### config.mk
export PLATFORM = sky130hd
export DESIGN_NAME = clk_src_ctrl
export DESIGN_NICKNAME = d
export VERILOG_FILES = /design/src/rtl/clk_src_pkg.sv /design/src/rtl/osc_ready_model.sv /design/src/rtl/src_fail_guard.sv /design/src/rtl/sysclk_select.sv /design/src/rtl/clk_src_ctrl.sv
export SDC_FILE = /design/constraint.sdc
export NUM_CORES = 1
export LEC_CHECK = 0
export ABC_AREA = 0
export BUFFER_PORTS_ARGS = -buffer_cell sky130_fd_sc_hd__clkbuf_2
export CAP_MARGIN = 20
export CORE_ASPECT_RATIO = 1.2
export CORE_MARGIN = 8
export CORE_UTILIZATION = 34
export CTS_BUF_LIST = sky130_fd_sc_hd__clkbuf_8
export CTS_CLUSTER_DIAMETER = 50
export DETAILED_ROUTE_END_ITERATION = 10
export PLACE_DENSITY = 0.56
export RECOVER_POWER = 50
export SLEW_MARGIN = 20
export SYNTH_ARGS = -nofsm -noshare
export SYNTH_HDL_FRONTEND = slang
export SYNTH_SLANG_ARGS = --single-unit
export TNS_END_PERCENT = 1
### constraint.sdc
create_clock -name clk -period 2.82 [get_ports clk]
set_input_delay 0.423 -clock clk [delete_from_list [all_inputs] [get_ports clk]]
set_output_delay 0.423 -clock clk [all_outputs]
set_load 0.005 [all_outputs]
### src/rtl/clk_src_pkg.sv
// Shared types for the clock source controller: system-clock codes and
// source index constants used to address per-source vectors.
package clk_src_pkg;
    typedef enum logic [1:0] {
        SRC_HSI  = 2'd0,
        SRC_HSE  = 2'd1,
        SRC_PLL  = 2'd2,
        SRC_RSVD = 2'd3
    } src_sel_e;

    localparam int NUM_SRC = 4;
    localparam int IDX_HSI = 0;
    localparam int IDX_HSE = 1;
    localparam int IDX_LSI = 2;
    localparam int IDX_PLL = 3;
endpackage

### src/rtl/osc_ready_model.sv
// Timing model of one oscillator: the ready flag rises ON_CYCLES edges after
// run asserts and falls OFF_CYCLES edges after run drops. Assumes both counts
// are at least 1. A run glitch during the fall window keeps ready high.
module osc_ready_model #(
    parameter int ON_CYCLES  = 16,
    parameter int OFF_CYCLES = 6
) (
    input  logic clk,
    input  logic rst_n,
    input  logic run,
    output logic rdy
);
    localparam int MAX_CNT = (ON_CYCLES > OFF_CYCLES) ? ON_CYCLES : OFF_CYCLES;
    localparam int CNT_W   = $clog2(MAX_CNT + 1);
    localparam logic [CNT_W-1:0] ON_LAST  = CNT_W'(ON_CYCLES - 1);
    localparam logic [CNT_W-1:0] OFF_LAST = CNT_W'(OFF_CYCLES - 1);

    logic [CNT_W-1:0] cnt;

    // Counts start-up or shut-down cycles and flips the ready flag at the end.
    always_ff @(posedge clk) begin
        if (!rst_n) begin
            cnt <= '0;
            rdy <= 1'b0;
        end else if (run) begin
            if (!rdy) begin
                if (cnt == ON_LAST) begin
                    rdy <= 1'b1;
                    cnt <= '0;
                end else begin
                    cnt <= cnt + 1'b1;
                end
            end else begin
                cnt <= '0;
            end
        end else begin
            if (rdy) begin
                if (cnt == OFF_LAST) begin
                    rdy <= 1'b0;
                    cnt <= '0;
                end else begin
                    cnt <= cnt + 1'b1;
                end
            end else begin
                cnt <= '0;
            end
        end
    end

    // ready only rises after a cycle in which the source was running.
    a_r2_rise_needs_run: assert property (@(posedge clk) disable iff (!rst_n)
        $rose(rdy) |-> $past(run));
    // ready only falls after a cycle in which the source was stopped.
    a_r3_fall_needs_stop: assert property (@(posedge clk) disable iff (!rst_n)
        $fell(rdy) |-> !$past(run));
endmodule

### src/rtl/src_fail_guard.sv
// Clock-security logic for the external source: detects a qualified failure,
// locks the source off until software drops its enable, and holds a sticky
// interrupt flag that is cleared by a write-one-to-clear pulse.
module src_fail_guard (
    input  logic clk,
    input  logic rst_n,
    input  logic css_en,
    input  logic fail_det,
    input  logic hse_running,
    input  logic hse_en_sw,
    input  logic fail_clr,
    output logic fail_evt,
    output logic hse_lock,
    output logic fail_flag
);
    // A failure counts only with security enabled and the source running.
    always_comb fail_evt = css_en && fail_det && hse_running;

    // Lock holds the source off from the failure until the enable is dropped.
    always_ff @(posedge clk) begin
        if (!rst_n)          hse_lock <= 1'b0;
        else if (fail_evt)   hse_lock <= 1'b1;
        else if (!hse_en_sw) hse_lock <= 1'b0;
    end

    // Sticky interrupt flag; a new failure wins over a clear in the same cycle.
    always_ff @(posedge clk) begin
        if (!rst_n)        fail_flag <= 1'b0;
        else if (fail_evt) fail_flag <= 1'b1;
        else if (fail_clr) fail_flag <= 1'b0;
    end

    // the flag never drops without a clear request.
    a_r12_flag_sticky: assert property (@(posedge clk) disable iff (!rst_n)
        $fell(fail_flag) |-> $past(fail_clr));
    // a qualified failure always leaves the flag set.
    a_r10_flag_sets: assert property (@(posedge clk) disable iff (!rst_n)
        fail_evt |=> fail_flag);
endmodule

### src/rtl/sysclk_select.sv
// System-clock selector: holds the current source code. Reset, low power and
// a failure of the source in use force the internal fast oscillator; a
// software write is accepted only for a valid code whose source is ready.
module sysclk_select
    import clk_src_pkg::*;
(
    input  logic       clk,
    input  logic       rst_n,
    input  logic       lp_active,
    input  logic       fail_evt,
    input  logic       pll_src_ext,
    input  logic [1:0] sel_req,
    input  logic       sel_wr,
    input  logic       hsi_rdy,
    input  logic       hse_rdy,
    input  logic       pll_rdy,
    output src_sel_e   sel
);
    logic     target_ok;
    logic     hse_in_use;
    src_sel_e req_code;

    // Decodes the request and checks the target's ready flag.
    always_comb begin
        req_code = src_sel_e'(sel_req);
        case (req_code)
            SRC_HSI: target_ok = hsi_rdy;
            SRC_HSE: target_ok = hse_rdy;
            SRC_PLL: target_ok = pll_rdy;
            default: target_ok = 1'b0;
        endcase
    end

    // Flags that the external source feeds the system clock now.
    always_comb hse_in_use = (sel == SRC_HSE) || ((sel == SRC_PLL) && pll_src_ext);

    // Updates the selection with hardware overrides taking priority.
    always_ff @(posedge clk) begin
        if (!rst_n)                         sel <= SRC_HSI;
        else if (lp_active)                 sel <= SRC_HSI;
        else if (fail_evt && hse_in_use)    sel <= SRC_HSI;
        else if (sel_wr && target_ok)       sel <= req_code;
    end

    // a move onto the external source requires it to have been ready.
    a_r9_hse_ready_first: assert property (@(posedge clk) disable iff (!rst_n)
        ($changed(sel) && sel == SRC_HSE) |-> $past(hse_rdy));
    // a move onto the PLL requires it to have been ready.
    a_r9_pll_ready_first: assert property (@(posedge clk) disable iff (!rst_n)
        ($changed(sel) && sel == SRC_PLL) |-> $past(pll_rdy));
    // the reserved code is never held.
    a_r9_no_reserved: assert property (@(posedge clk) disable iff (!rst_n)
        sel != SRC_RSVD);
    // low power leaves the internal fast oscillator selected.
    a_r5_lp_selects_hsi: assert property (@(posedge clk) disable iff (!rst_n)
        lp_active |=> sel == SRC_HSI);
endmodule

### src/rtl/clk_src_ctrl.sv
// Top of the clock source controller. Combines software enables with the
// hardware overrides (in-use hold, low-power stop, watchdog hold, failure
// lock, PLL input gating) into run signals and drives one timing model per
// source. Assumes the PLL input choice only changes while the PLL is off.
module clk_src_ctrl
    import clk_src_pkg::*;
#(
    parameter int HSI_ON_CYCLES = 16,
    parameter int HSE_ON_CYCLES = 32,
    parameter int LSI_ON_CYCLES = 16,
    parameter int PLL_ON_CYCLES = 64,
    parameter int OFF_CYCLES    = 6
) (
    input  logic       clk,
    input  logic       rst_n,
    input  logic       hsi_en_sw,
    input  logic       hse_en_sw,
    input  logic       lsi_en_sw,
    input  logic       pll_en_sw,
    input  logic       pll_src_ext_sw,
    input  logic       css_en_sw,
    input  logic [1:0] sel_req,
    input  logic       sel_wr,
    input  logic       stop_req,
    input  logic       standby_req,
    input  logic       wdg_active,
    input  logic       hse_fail_det,
    input  logic       fail_clr,
    output logic       hsi_run,
    output logic       hse_run,
    output logic       lsi_run,
    output logic       pll_run,
    output logic       hsi_rdy,
    output logic       hse_rdy,
    output logic       lsi_rdy,
    output logic       pll_rdy,
    output logic [1:0] sysclk_sel,
    output logic       fail_nmi
);
    localparam int ON_TAB [NUM_SRC] = '{HSI_ON_CYCLES, HSE_ON_CYCLES,
                                        LSI_ON_CYCLES, PLL_ON_CYCLES};

    logic [NUM_SRC-1:0] run_vec;
    logic [NUM_SRC-1:0] rdy_vec;
    logic               lp_active;
    logic               fail_evt;
    logic               hse_lock;
    logic               pll_in_ok;
    src_sel_e           sel;

    // Either low-power request stops the fast sources.
    always_comb lp_active = stop_req || standby_req;

    // Run decision per source from enables and hardware overrides.
    always_comb begin
        run_vec[IDX_HSI] = !lp_active && (hsi_en_sw || sel == SRC_HSI);
        run_vec[IDX_HSE] = !lp_active && hse_en_sw && !hse_lock;
        run_vec[IDX_LSI] = lsi_en_sw || wdg_active;
        pll_in_ok        = pll_src_ext_sw ? (run_vec[IDX_HSE] && rdy_vec[IDX_HSE])
                                          : (run_vec[IDX_HSI] && rdy_vec[IDX_HSI]);
        run_vec[IDX_PLL] = !lp_active && pll_in_ok && (pll_en_sw || sel == SRC_PLL);
    end

    // One start-up and shut-down model per source.
    for (genvar g = 0; g < NUM_SRC; g++) begin : g_osc
        osc_ready_model #(
            .ON_CYCLES (ON_TAB[g]),
            .OFF_CYCLES(OFF_CYCLES)
        ) u_model (
            .clk  (clk),
            .rst_n(rst_n),
            .run  (run_vec[g]),
            .rdy  (rdy_vec[g])
        );
    end

    src_fail_guard u_guard (
        .clk        (clk),
        .rst_n      (rst_n),
        .css_en     (css_en_sw),
        .fail_det   (hse_fail_det),
        .hse_running(run_vec[IDX_HSE]),
        .hse_en_sw  (hse_en_sw),
        .fail_clr   (fail_clr),
        .fail_evt   (fail_evt),
        .hse_lock   (hse_lock),
        .fail_flag  (fail_nmi)
    );

    sysclk_select u_sel (
        .clk        (clk),
        .rst_n      (rst_n),
        .lp_active  (lp_active),
        .fail_evt   (fail_evt),
        .pll_src_ext(pll_src_ext_sw),
        .sel_req    (sel_req),
        .sel_wr     (sel_wr),
        .hsi_rdy    (rdy_vec[IDX_HSI]),
        .hse_rdy    (rdy_vec[IDX_HSE]),
        .pll_rdy    (rdy_vec[IDX_PLL]),
        .sel        (sel)
    );

    // Drives the named outputs from the per-source vectors.
    always_comb begin
        hsi_run    = run_vec[IDX_HSI];
        hse_run    = run_vec[IDX_HSE];
        lsi_run    = run_vec[IDX_LSI];
        pll_run    = run_vec[IDX_PLL];
        hsi_rdy    = rdy_vec[IDX_HSI];
        hse_rdy    = rdy_vec[IDX_HSE];
        lsi_rdy    = rdy_vec[IDX_LSI];
        pll_rdy    = rdy_vec[IDX_PLL];
        sysclk_sel = sel;
    end

    // low power keeps the fast sources stopped.
    a_r4_lp_stops_fast: assert property (@(posedge clk) disable iff (!rst_n)
        lp_active |-> (!hsi_run && !hse_run && !pll_run));
    // the in-use internal fast oscillator keeps running.
    a_r6_hsi_held: assert property (@(posedge clk) disable iff (!rst_n)
        (sysclk_sel == 2'd0 && !lp_active) |-> hsi_run);
    // a PLL in use is not stopped by its enable bit.
    a_r7_pll_held: assert property (@(posedge clk) disable iff (!rst_n)
        (sysclk_sel == 2'd2 && $past(sysclk_sel) == 2'd2 && $past(pll_run)
         && !lp_active && $stable(pll_src_ext_sw) && !fail_evt) |-> pll_run);
    // the watchdog keeps the slow oscillator alive.
    a_r8_wdg_holds_lsi: assert property (@(posedge clk) disable iff (!rst_n)
        wdg_active |-> lsi_run);
    // the PLL never runs from an input that is not ready.
    a_r13_pll_input_ready: assert property (@(posedge clk) disable iff (!rst_n)
        pll_run |-> (pll_src_ext_sw ? hse_rdy : hsi_rdy));
    // after a failure is flagged, the external source is stopped.
    a_r10_hse_off: assert property (@(posedge clk) disable iff (!rst_n)
        $rose(fail_nmi) |-> !hse_run);
endmodule

* Word level (Yosys, flattened, before mapping)
Index checks and enable logic that the tools add are counted.
Cells by class: $add $sub $neg 4, $mul 0, eq/ne operators 13, div/mod/pow operators 0, shift operators 0, muxes and demuxes 46, bitwise logic cells 1, reduce and logical (&&, ||, !) cells 23, $lt $le $gt $ge 0
Operators with widths (number):
- $mux W5 | 10
- $mux W7 | 5
- $mux W6 | 5
- $mux W1 | 25
- $logic_and A1 B1 Y1 | 12
- $add A5 B1 Y5 const B | 2
- $eq A5 B3 Y1 const B | 2
- $eq A5 B4 Y1 const B | 2
- $add A7 B1 Y7 const B | 1
- $eq A7 B3 Y1 const B | 1
- $eq A7 B6 Y1 const B | 1
- $add A6 B1 Y6 const B | 1
- $eq A6 B3 Y1 const B | 1
- $eq A6 B5 Y1 const B | 1
- $logic_or A1 B1 Y1 | 5
- $eq A2 B1 Y1 const B | 2
- $eq A2 B2 Y1 const B | 2
- $logic_not A2 Y1 | 2
- $pmux W1 S3 | 1
- $reduce_or A3 Y1 | 1
- $logic_not A1 Y1 | 2
- $ne A2 B1 Y1 const B | 1
- $reduce_bool A2 Y1 | 1
- $not A1 Y1 | 1
Word-level totals: latch bits 0, register bits 31, word-level logic and storage cells 98, bits of input ports 16, RAM bits 0, output and inout bits 11, bits in read-only memories 0, memories kept 0

* Longest topological paths before layout
Gate-level depths: netlist (run 1).
depth after elaboration 9, depth in mapped cells 8, mapped depth without buffers 8

* Hierarchy
Synthesis (run 1) repeated with hierarchy kept, for this count alone.
Unflattened totals: cell total of the unflattened synthesis 180, area total of the unflattened synthesis 1696.6 um^2
Modules (own cells, without submodules):
- osc_ready_model at g_osc[0].u_model ... | times used 2, seq. area each 120.1 um^2, area an instance 299.0 um^2, cells each 31
- osc_ready_model at g_osc[3].u_model | times used 1, seq. area each 160.2 um^2, area an instance 412.9 um^2, cells each 44
- osc_ready_model at g_osc[1].u_model | times used 1, seq. area each 140.1 um^2, area an instance 352.8 um^2, cells each 35
- sysclk_select | times used 1, seq. area each 40.0 um^2, area an instance 156.4 um^2, cells each 19
- clk_src_ctrl | times used 1, seq. area each 0.0 um^2, area an instance 90.1 um^2, cells each 12
- src_fail_guard | times used 1, seq. area each 40.0 um^2, area an instance 86.3 um^2, cells each 8

* Worst setup path after synthesis (run 1)
No wires, ideal clock.
kind reg2reg, start reg g_osc[3].u_model.cnt[0], end reg g_osc[3].u_model.cnt[6], required time 2725 ps, buffers on the path 0, cell stages (with the launch flop) 6, data arrival time 1493 ps, period minus slack after synthesis 1589 ps, slack 1231 ps, setup time 95 ps, path through dfxtp_1 > ha_1 > nand3_2 > or2_4 > or4_1 > o311ai_1
Between the ends: word-level cells in the longest chain between the ends 4, elaborated cells on any way between the ends 8, classes of those cells add/sub (1); eq/ne (2); mux (5)
Ends and longest elaborated chain:
- start, declared | RTL line osc_ready_model.sv:18 | logic [CNT_W-1:0] cnt;
- start signal, assigned | RTL line osc_ready_model.sv:31 | cnt <= cnt + 1'b1;
- start signal, assigned | RTL line osc_ready_model.sv:42 | cnt <= cnt + 1'b1;
- $add A7 B1 Y7, or another cell as far along | RTL line osc_ready_model.sv:31, osc_ready_model.sv:42
- $mux W7 (on tied branches) | RTL line osc_ready_model.sv:38, osc_ready_model.sv:27
- $mux W7 (on tied branches) | RTL line osc_ready_model.sv:37, osc_ready_model.sv:26
- $mux W7 (*) | RTL line osc_ready_model.sv:25 | end else if (run) begin
Mark *: on every way between the ends. The rest lies on a longest branch, timed or not. A chain may end at the register's enable or synchronous reset.

* Worst setup path in the final report (run 1)
start reg u_guard.hse_lock, end reg g_osc[1].u_model.cnt[2]
Between the ends: word-level cells in the longest chain between the ends 3
Ends and longest elaborated chain:
- start, declared | RTL line src_fail_guard.sv:13 | output logic hse_lock,
- start signal, assigned | RTL line src_fail_guard.sv:21 | if (!rst_n) hse_lock <= 1'b0;
- start signal, assigned | RTL line src_fail_guard.sv:22 | else if (fail_evt) hse_lock <= 1'b1;
- start signal, assigned | RTL line src_fail_guard.sv:23 | else if (!hse_en_sw) hse_lock <= 1'b0;
- $logic_not A1 Y1 | RTL line clk_src_ctrl.sv:57 | run_vec[IDX_HSE] = !lp_active && hse_en_sw && !hse_lock;
- $logic_and A1 B1 Y1 | RTL line clk_src_ctrl.sv:57
- $mux W6 | RTL line osc_ready_model.sv:25
- end signal, assigned | RTL line osc_ready_model.sv:31
- end signal, assigned | RTL line osc_ready_model.sv:42
- end, declared | RTL line osc_ready_model.sv:18
Every way passes these cells.

==> results.ini, run 1 <==
[status]
status = complete, no violations

[critical_path]
end_kind = flip-flop
rr_endpoint = g_osc[1].u_model.cnt[2]
startpoint = u_guard.hse_lock
path_class = reg -> reg
rr_startpoint = u_guard.hse_lock
rrSetupSlack_ns = 0.85
worstPathRequired_ns = 2.96
arrival_ns = 2.11
r2r_cells = 5
critPathCapture = g_osc[1].u_model.cnt[2]
path_max_fanout = 5
start_kind = flip-flop

[synth]
synth_area_leader_cell = dfxtp_1
synth.distinct_cells = 38
synth_simple_gate_area_frac = 0.231
synth-xor-area-share = 0.0650
synth_most_common_cell = dfxtp_1
postSynthAreaPerCell_sq_um = 8.61
syn_inst = 188
synth_area_sq_um = 1620
synth_top_family_by_area = simple AND/OR/NAND/NOR gates
syn_nets = 216
netlist.area_leader.share = 0.384
synth-edff-count = 0
yosys-top-cells-area = dfxtp_1 38%, ha_1 9.3%, nor2_1 6.0%, inv_1 4.4%, a211oi_1 4.2%
synthAdderAreaFrac = 0.0928
yosys_warnings = 0
muxShareOfSynthArea = 0
async_flop_share = 0
yosysSeqAreaShare = 0.384
ys_top_cells_by_count = 31 x dfxtp_1, 26 x nor2_1, 19 x inv_1, 12 x ha_1
synth.ff_latch_count = 31
synth_compound_gate_area_share = 0.174
synthFlopType = dfxtp_1

[floorplanning]
start_util = 0.352
core_sq_um = 4590
row_count = 27
dieArea_sq_um = 7230
num_io_pins = 27
chipHeight_um = 91.6
die_x_um = 79.0

[clock_network]
cts_sinks = 31
clockBufferDepth = 2
clkTransAtPathRegs_ns = 0.06
cts_resized = 0
cts_hold_buf = 0
root_buffer = clkbuf_8
cts_inserted_buffers = 5
cts_tree = yes
cts_setup_buffers = 0
h-tree-depth = 2
clock_latency_ns = 0.28

[detailed_routing]
wl_per_cell_um = 12.5
viasPerCell = 5.06
drt_iter0_markers = 61
firstDrtPassIters = 4
ant_nets = 0
vias = 1402
drt-total-wl_mm = 3.46
drcViolationCount = 0

[grt]
grt.total_usage = 0.102
antenna_found_initial = 0
grt_pass1_vias = 1376
grt_first_pass_wirelength_mm = 5.98
overflow = 0
grt_max_degree = 15

[min_path]
min_path_type = in -> reg
holdPathStages = 3

[timing]
max_freq_mhz = 507
slew_headroom = 0.581
rsz0062_at_grt = false
hold_violations = 0
setup_viol = 0
worst_pin_slew_ns = 0.623
maxSlewViolCount = 0
skew_ns = 0.00414
fin_crit_sh = 0.699
setup_tns_ns = 0
period_needed_ns = 1.97

[layout]
fin_nets = 246
fin_area_sq_um = 1890
insertedDiodeCount = 0
final_layout_size_suffix_gt1_frac = 0.137
fin_util = 0.412
finalNonFillerCells = 277
areaGrowthSynthToFinish_pct = 16.9

[placement]
dp_cells = 269
port_buffers = 26
hpwl_mm = 2.67
placed_area_sq_um = 1810
gp_congestion = 0.807

[power_and_ir_drop]
pwr-share-seq = 0.510
switching_share = 0.224
p_sw_mw = 0.197
power_density_nw_per_um2 = 466
pwr-share-clk = 0.430
leakagePower_nw = 0.761
intPower_mw = 0.684
comb_power_share = 0.060
peakVddDrop_mv = 0.216

[flow_run]
maxCapViolCount = 0

==> power by group through the flow <==
stage	logic [mW]	registers, mW	clock network (mW)
4_1_cts	0.0549	0.450	0.395
3_3_place_gp	0.0555	0.459	0
5_1_grt	0.0609	0.451	0.418
3_5_place_dp	0.0546	0.460	0
6_report	0.0533	0.450	0.379
2_1_floorplan	0.0317	0.458	0
==> sequential cells by signal, indices dropped and copies added, names as in the netlist <==
register,cells
g_osc.u_model.rdy,4
u_guard.fail_flag,1
g_osc.u_model.cnt,23
u_sel.sel,2
u_guard.hse_lock,1
==> cell families (layout without fill, tap and decap cells) <==
kind of cell               Yosys count  count (layout)
AOI/OAI and AO/OA                   40              40
xor gates and xnor gates            12              12
adders and majority gates           12              12
buffers and inverters               22              53
DFF                                 31              31
and+or+nand+nor                     71              71
==> layer usage <==
layer	GRT usage	up-vias	wire, um
li1	-	723	-
met3	0.0404	5	207
met5	0	-	0
met2	0.163	27	1660
met1	0.114	647	1540
met4	0.0511	0	57
==> metrics by stage <==
step	hold slack, ns	setup slack [ns]	total power [mW]
after floorplan	0.433	1.23	0.490
after global placement	0.451	0.899	0.515
after detailed placement	0.455	0.947	0.514
after CTS	0.391	0.875	0.900
after global routing	0.419	0.706	0.930
final	0.398	0.849	0.882
==> worst max-delay path, cell delays in order (launching register included) <==
cell	delay, ns
dfxtp_1	0.32
or4b_1	0.62
inv_1	0.16
a311oi_1	0.07
o21ai_0	0.54
nor2_1	0.12
==> cells in the final DEF, fill, tap and decap left out, types with 6 or more instances in the layout <==
cell type / netlist / layout
inv_1: 19 / 20
nor2b_1: 6 / 6
dfxtp_1: 31 / 31
clkbuf_2: 0 / 21
ha_1: 12 / 12
nor2_1: 26 / 26
a211oi_1: 9 / 9
xnor2_1: 7 / 7
nand3_1: 9 / 9
nor3_1: 7 / 7
a21oi_1: 9 / 9
o21ai_0: 5 / 6
clkbuf_8: 0 / 7
==> final cells by class <==
type / count / area (sq um)
tap: 58 / 72.6
clock buffer: 7 / 96.3
clock inverter: 1 / 3.75
multi-input combinational: 135 / 903
timing repair buffer: 26 / 124
sequential: 31 / 621
inverter: 19 / 71.3
fill: 496 / 2700
==> worst min path at each step <==
stage | start | to | slack [ns]
3_3_place_gp | g_osc[2].u_model.cnt[0] | g_osc[2].u_model.cnt[0] | 0.45
3_5_place_dp | g_osc[1].u_model.cnt[0] | g_osc[1].u_model.cnt[0] | 0.46
6_report | hse_en_sw | u_guard.hse_lock | 0.40
5_1_grt | sel_req[0] | u_sel.sel[0] | 0.42
2_1_floorplan | g_osc[0].u_model.cnt[0] | g_osc[0].u_model.cnt[0] | 0.43
4_1_cts | hse_en_sw | u_guard.hse_lock | 0.39
(Power assumes the default switching activity.)
==> run 2: changes to the inputs <==
==> constraint.sdc (replaced) <==
create_clock -name clk -period 2 [get_ports clk]
set_input_delay 0.3 -clock clk [delete_from_list [all_inputs] [get_ports clk]]
set_output_delay 0.3 -clock clk [all_outputs]
set_load 0.005 [all_outputs]
==> run 2 against run 1 <==
Final cell count rose by 1.4%; count of clock-buffer cells in the layout decreased by 2; die area unchanged; clock skew is essentially flat; register-to-register slack lost 0.62 ns; highest routed layer unchanged; sequential share of layout area shrank 0.26 points; critical path type is now reg -> out; first-iteration DRC count increased by 51%; flip-flop and latch count is the same; non-clock buffer count grew 6; setup slack got worse by 0.65 ns.
==> results.ini, run 2 (same netlist as run 1, synthesis figures left out) <==
[status]
status = complete, no violations

[critical_path]
arrival_ns = 1.50  ; -0.61 ns
start_kind = flip-flop
end_kind = output port
path_class = reg -> out
path_max_fanout = 5  ; unchanged
worstPathRequired_ns = 1.70  ; -1.26 ns

[floorplanning]
chipHeight_um = 91.6  ; unchanged
start_util = 0.352  ; unchanged
core_sq_um = 4590  ; unchanged
row_count = 27  ; unchanged
dieArea_sq_um = 7230  ; unchanged
die_x_um = 79.0  ; unchanged
num_io_pins = 27  ; unchanged

[clock_network]
h-tree-depth = 2  ; unchanged
clockBufferDepth = 2  ; unchanged
clkTransAtPathRegs_ns = 0.06  ; about the same
cts_inserted_buffers = 5  ; unchanged
cts_sinks = 31  ; unchanged
cts_hold_buf = 0  ; unchanged
cts_setup_buffers = 0  ; unchanged
cts_tree = yes
clock_latency_ns = 0.27  ; about the same
root_buffer = clkbuf_8
cts_resized = 0  ; unchanged

[layout]
fill_cells = 508  ; +2.4%
regArea_sq_um = 621  ; unchanged
multi_input_area_sq_um = 907  ; +0.42%
final_common_cell = dfxtp_1
mostFrequentLayoutCells = 31 x dfxtp_1, 26 x nor2_1, 22 x clkbuf_2
reg_top3 = g_osc.u_model.cnt (23), g_osc.u_model.rdy (4), u_sel.sel (2)
regMostFlops = g_osc.u_model.cnt
largest_reg_flops = 23  ; unchanged
fin_util = 0.415  ; +0.00327
insertedDiodeCount = 0  ; unchanged
areaGrowthSynthToFinish_pct = 17.9
fin_nets = 252  ; +2.4%
final_layout_size_suffix_gt1_frac = 0.152  ; +0.0155

[timing]
period_needed_ns = 1.80
max_freq_mhz = 555
rsz0062_at_grt = false
maxSlewViolCount = 0  ; unchanged
setup_tns_ns = 0  ; unchanged
slew_headroom = 0.604  ; +0.0233
hold_violations = 0  ; unchanged
setup_viol = 0  ; unchanged
skew_ns = 0.00449  ; +0.000355 ns
worst_pin_slew_ns = 0.587  ; -0.0359 ns
fin_crit_sh = 0.900

[power_and_ir_drop]
leakagePower_nw = 0.772  ; +1.3%
power_density_nw_per_um2 = 601  ; +29%
peakVddDrop_mv = 0.368  ; +70%

[grt]
grt.total_usage = 0.104  ; +0.00212
grt_pass1_vias = 1402  ; +1.9%
overflow = 0  ; unchanged
grt_first_pass_wirelength_mm = 6.11  ; +2.1%
grt_max_degree = 14  ; -1
antenna_found_initial = 0  ; unchanged

[placement]
hpwl_mm = 2.75  ; +3.0%
port_buffers = 26  ; unchanged
gp_congestion = 0.849  ; +5.2%

[detailed_routing]
firstDrtPassIters = 4  ; unchanged
drt_iter0_markers = 92  ; +51%
ant_nets = 0  ; unchanged
wl_per_cell_um = 12.5  ; +0.23%
drcViolationCount = 0  ; unchanged
drt-total-wl_mm = 3.52  ; +1.7%
viasPerCell = 5.09  ; +0.47%
vias = 1429  ; +1.9%

[min_path]
min_path_type = in -> reg

[flow_run]
maxCapViolCount = 0  ; unchanged

[run 2: cell count changes in the layout (fill, tap and decap cells not counted), sizes merged]
cell and change:
clkbuf -2, buf +6
[run 2: cell type report]
cell class                      count  share of cell area
Timing Repair Buffer               32              0.0853
Multi-Input combinational cell    135               0.476
Clock inverter                      1             0.00197
Sequential cell                    31               0.325
Clock buffer                        5              0.0361
Inverter                           19              0.0374
Tap cell                           58              0.0381
[run 2: critical path, stage by stage, from the launching register on]
cell and delay (ns):
dfxtp_1 0.32, or4b_1 0.64, inv_1 0.14, clkbuf_2 0.13
[run 2: layer usage]
metal  GRT usage  routed length, um  vias to the layer above
met3      0.0335                172                       10
met2       0.163               1660                       26
met4      0.0650                116                        0
met5           0                  0                        -
met1       0.118               1570                      667
li1            -                  -                      726
[run 2: per-stage QoR]
stage	instances	hold WS, ns	instance area, sq um	worst slack, ns	power, mW
6_report	281	0.295	1910	0.199	1.15
5_1_grt	281	0.295	1910	0.0937	1.21
3_5_place_dp	275	0.459	1850	0.260	0.732
3_3_place_gp	275	0.451	1850	0.240	0.732
2_1_floorplan	188	0.433	1620	0.411	0.691
4_1_cts	281	0.284	1920	0.246	1.17
[run 2: report_power, final]
| part | total, mW | internal (mW) | switching [mW] |
|---|---|---|---|
| clock | 0.431 | 0.226 | 0.204 |
| combinational | 0.0816 | 0.0351 | 0.0465 |
| sequential | 0.634 | 0.626 | 0.00826 |
| total | 1.15 | 0.887 | 0.259 |
[run 2: worst paths after layout]
path	start	end	slack [ns]	depth (start not counted)
worst min-delay path	sel_req[0]	u_sel.sel[0]	0.29	3
worst min register to register	g_osc[2].u_model.cnt[0]	g_osc[2].u_model.cnt[0]	0.47	1
worst max-delay path	u_guard.hse_lock	hse_run	0.20	3
worst max register to register	u_guard.hse_lock	u_sel.sel[0]	0.23	3
